File: src/rtl/evt_timer.sv
module evt_timer #(
  parameter int DW   = 8,
  parameter int PSW  = 3,
  parameter int SYNC = 2,
  parameter int HOLD = 2
) (
  input  logic          clk,
  input  logic          rst_n,
  input  logic          cyc_tick,
  input  logic          ext_in,
  input  logic          bus_wr,
  input  logic          bus_rd,
  input  logic [1:0]    bus_addr,
  input  logic [DW-1:0] bus_wdata,
  output logic [DW-1:0] bus_rdata,
  output logic          ovf_flag
);
  localparam int PW = 1 << PSW;
  localparam int HW = $clog2(HOLD + 1);
  localparam logic [1:0] A_LO = 2'd0, A_HB = 2'd1, A_CT = 2'd2, A_ST = 2'd3;
  localparam logic [DW-1:0] CTRL_RST = DW'({1'b1, 1'b0, 1'b1, 1'b0, 1'b0, {PSW{1'b1}}});

  logic [DW-1:0] ctrl, lo, hi, hbuf;
  logic [PW-1:0] pcnt;
  logic [HW-1:0] inh;
  logic [SYNC:0] sy;
  logic          flag;

  wire run  = ctrl[7];
  wire wide = ctrl[6];
  wire src  = ctrl[5];
  wire edg  = ctrl[4];
  wire byp  = ctrl[3];
  wire [PSW-1:0] psel = ctrl[PSW-1:0];

  wire wr_lo = bus_wr && bus_addr == A_LO;
  wire wr_hb = bus_wr && bus_addr == A_HB;
  wire wr_ct = bus_wr && bus_addr == A_CT;
  wire wr_st = bus_wr && bus_addr == A_ST;
  wire rd_lo = bus_rd && bus_addr == A_LO;

  wire ext_cur = sy[SYNC-1] ^ edg;
  wire ext_prv = sy[SYNC] ^ edg;
  wire ext_evt = ext_cur & ~ext_prv;

  wire evt = cyc_tick && run && (inh == '0) && (src ? ext_evt : 1'b1);

  wire [PW-1:0] pnext = pcnt + 1'b1;
  wire [PW-1:0] pmask = (PW'(2) << psel) - 1'b1;
  wire          pdone = (pnext & pmask) == '0;

  wire            inc  = evt && (byp || pdone) && !wr_lo;
  wire [2*DW-1:0] full = {hi, lo};
  wire            ovf  = inc && (wide ? &full : &lo);

  always_ff @(posedge clk or negedge rst_n)
    if (!rst_n) sy <= '0;
    else if (cyc_tick) sy <= {sy[SYNC-1:0], ext_in};

  always_ff @(posedge clk or negedge rst_n)
    if (!rst_n) ctrl <= CTRL_RST;
    else if (wr_ct) ctrl <= bus_wdata;

  always_ff @(posedge clk or negedge rst_n)
    if (!rst_n) pcnt <= '0;
    else if (wr_lo) pcnt <= '0;
    else if (evt && !byp) pcnt <= pnext;

  always_ff @(posedge clk or negedge rst_n)
    if (!rst_n) inh <= '0;
    else if (wr_lo) inh <= HW'(HOLD);
    else if (cyc_tick && inh != '0) inh <= inh - 1'b1;

  always_ff @(posedge clk or negedge rst_n)
    if (!rst_n) begin
      lo <= '0;
      hi <= '0;
    end else if (wr_lo) begin
      lo <= bus_wdata;
      if (wide) hi <= hbuf;
    end else if (inc) begin
      if (wide) {hi, lo} <= full + 1'b1;
      else      lo <= lo + 1'b1;
    end

  always_ff @(posedge clk or negedge rst_n)
    if (!rst_n) hbuf <= '0;
    else if (wr_hb) hbuf <= bus_wdata;
    else if (rd_lo && wide) hbuf <= hi;

  always_ff @(posedge clk or negedge rst_n)
    if (!rst_n) flag <= 1'b0;
    else if (ovf) flag <= 1'b1;
    else if (wr_st && !bus_wdata[0]) flag <= 1'b0;

  always_comb
    case (bus_addr)
      A_LO:    bus_rdata = lo;
      A_HB:    bus_rdata = hbuf;
      A_CT:    bus_rdata = ctrl;
      default: bus_rdata = DW'(flag);
    endcase

  assign ovf_flag = flag;
endmodule

File: config.mk
export PLATFORM = sky130hd
export DESIGN_NAME = evt_timer
export DESIGN_NICKNAME = d
export VERILOG_FILES = /design/src/rtl/evt_timer.sv
export SDC_FILE = /design/constraint.sdc
export NUM_CORES = 1
export LEC_CHECK = 0
export BUFFER_PORTS_ARGS = -buffer_cell sky130_fd_sc_hd__buf_4
export CAP_MARGIN = 25
export CORE_MARGIN = 8
export CORE_UTILIZATION = 55
export DETAILED_ROUTE_END_ITERATION = 7
export PLACE_DENSITY = 0.74
export SYNTH_ARGS = -nofsm -noshare
export SYNTH_HDL_FRONTEND = slang
export SYNTH_SLANG_ARGS = --single-unit
File: constraint.sdc
create_clock -name clk -period 8 [get_ports clk]
set_clock_uncertainty 0.15 [all_clocks]
set_input_delay 0 -clock clk [delete_from_list [all_inputs] [get_ports clk]]
set_output_delay 0 -clock clk [all_outputs]
set_load 0.01 [all_outputs]
==> metrics <==
status=finished, final reports clean; top cells by area, synth=dfrtp_1 36%, mux2_2 6.3%, mux2i_1 5.2%; Setup Viol. Count Final=0; CP Cell Sequence=or3_4, ha_1, or2_2, a21oi_1, a21oi_1, o22ai_1, o31ai_4, o211ai_4, mux2_2; post-synthesis adder-cell area fraction=1.748%; Post-synth ARST share=100.0%; Sinks on Clock Net=46; CTS clk-pin slew, worst paths=about 80 ps; count leader, synth=dfrtp_1; synthesis-to-layout area growth=15.47%; DP HPWL=approximately 4700 µm; first-pass GRT wire length=between 10,000 and 15,000 µm; RSZ-0062 raised after global routing=false; Worst EP required=between 8000 and 9000 ps; WHS=96.54 ps; Port Buffers=24; Post-synth top flop=dfrtp_1; CTS max path bufs=2; Max Slew Vio Count=0; CP arrival=between 3000 and 4000 ps; largest net degree at the start of global routing=47; ratio of cells with drive above 1 in the final layout=20.12%; Synth top area share=a little over a third; H-tree Lvls=2; die extent in x=around 88 µm; Max VDD drop=roughly 120 µV; Initial Util=56.41%; CP max stage delay=420 ps; Crit path top cell by count=a21oi_1; num ports=25; die area=7770 µm²; DR iter-0 viols=roughly 190; critical path endpoint category=flop; Seq/Total Area, Yosys=between 40% and 50%; minimum clock period=between 3000 and 4000 ps; Cells after Synth=306; critical path's slowest cell=dfstp_2; total track usage=a little under a fifth; Num CTS Buffers=5; GPL Wtd Cong=between 0.8 and 0.9; CP Launch Type=flop; routed len/inst=around 17 µm; Slew @ Worst Pin=~970 ps; Die Height=88.15 µm; Hold WC Path Type=input port to asynchronous set/reset pin; synthesized area=about 2900 µm²; Hold Buf Count CTS=15; vias per cell=between 5 and 6; Synth cell types=55; Synth Warn #=0; grt total ovfl=0; post-synth top area cell=dfrtp_1; Commonest cells post-synth=41 x dfrtp_1, 39 x nor2_1, 37 x nand2_1; post-CTS sizing=0; vias in the first global route=2,311; hold violation total from the final report=0; Synth Register Bits=between 40 and 50; syn_nets=approximately 330; root buffer cell=clkbuf_8; mux cell area share after synthesis=between 10% and 20%; Vias=2,384; drc violations=0; total wire length=between 6000 and 7000 µm; xor/xnor share of the synthesized area=5.507%; largest family of logic cells by synthesized area=simple AND/OR/NAND/NOR gates; Post-synth EDFFs=0; setup TNS=0 ps; post-synthesis compound-gate area fraction=around 15%; initial antenna violation count=0; Max Freq=about 320 MHz; Site Rows=26; fin nets=roughly 360; Post-CTS Setup Inserts=0; Period Utilization, post-route=38.65%; DRT Pass-1 Iters=4; Leak=1.442 nW; syn avg cell area=9.355 µm²; critical path class=flop to flop; clk_lat worst skew=~300 ps; Power per Cell Area=237.3 nW/µm²; # diodes=0; Critical Path Fanout Max=14; Post-DRT Antenna Nets=0; core footprint=5075 µm²; maxcap violations=0; CTS tree=yes; relative slew slack=35.28%; Simple-Gate Fraction of Synth Area=between 20% and 30%
-- per-stage QoR --
stage | area, µm² | cells | setup slack (ps) | utilization (%) | power [W]
floorplan | 2863 | 306 | 5137 | - | 0.0005419
global placement | 3045 | 385 | 5009 | 60.01 | 0.0006050
detailed placement | 3045 | 385 | 4910 | 60.01 | 0.0006177
CTS | 3306 | 408 | 4909 | 65.14 | 0.0007904
global route | 3306 | 408 | 4764 | 65.14 | 0.0008418
finish | 3306 | 408 | 4908 | 65.14 | 0.0007845
-- cell usage in the layout, fill, tap and decap left out, types with 2 or more instances in the layout --
cell	instances
a21oi_1	21
a221o_1	6
a22oi_1	3
a31oi_1	5
a41o_2	2
and3_1	5
buf_4	25
clkbuf_8	8
dfrtp_1	41
dfstp_2	5
dlygate4sd3_1	15
ha_1	4
inv_1	4
mux2_1	2
mux2_2	16
mux2i_1	15
nand2_1	37
nand3_1	10
nand3b_1	3
nand4_1	4
nor2_1	39
nor2b_1	3
nor3_1	5
nor4_1	2
o21ai_0	15
o22ai_1	2
xnor2_1	10
xor2_1	8
-- cells by family (layout without fill, tap and decap cells) --
family                   count (synthesis)  in the layout
AND/OR/NAND/NOR                        121            121
adder cells (fa/ha/maj)                  4              4
buffers and inverters                   20             52
multiplexers                            34             34
AO/OA/AOI/OAI                           63             63
XOR/XNOR                                18             18
flip-flops                              46             46
-- routing by layer --
metal  wire, µm  track usage, %
met4         99           5.837
met5          0               0
met3        347           3.471
met1       3170           25.92
met2       3150           29.07
-- flip-flops by register name (all words and copies together) (netlist names) --
register,flops
pcnt,8
sy,3
inh,2
hbuf,8
ctrl,8
hi,8
lo,8
ovf_flag,1
-- power breakdown --
| part | internal (W) | total (W) | switching [W] |
|---|---|---|---|
| Combinational | 0.000126 | 0.000253 | 0.000127 |
| Clock | 0.0000872 | 0.000163 | 0.0000753 |
| Sequential | 0.000294 | 0.000369 | 0.0000747 |
-- layout make-up --
class,count,area (µm²)
inverter,4,15.01
multi-input combinational,240,1598
tap,70,87.58
sequential,46,1157
timing repair buffer,40,337.8
clock buffer,8,110.1
fill,438,1769
-- critical path: cells and delay by family, from the launching register on --
kind | cells | cell delay [ps]
AOI/OAI and AO/OA | 5 | 1010
adders and majority gates | 1 | 280
DFF | 1 | 420
muxes | 1 | 380
and+or+nand+nor | 2 | 730
-- path summary, 6_finish.rpt --
check | depth (start not counted) | start | slack (ps) | end
setup / recovery | 9 | ctrl[2]$_DFFE_PN1P_ | 4910 | hi[7]$_DFFE_PN0P_
hold / removal | 2 | rst_n | 100 | sy[0]$_DFFE_PN0P_
setup reg to reg | 9 | ctrl[2]$_DFFE_PN1P_ | 4910 | hi[7]$_DFFE_PN0P_
hold reg to reg | 1 | sy[0]$_DFFE_PN0P_ | 360 | sy[1]$_DFFE_PN0P_
max in group asynchronous | 2 | rst_n | 7200 | hbuf[2]$_DFFE_PN0P_
min in group clk | 7 | bus_rd | 280 | hbuf[0]$_DFFE_PN0P_
Note: power is estimated with default switching activity, not from simulation.
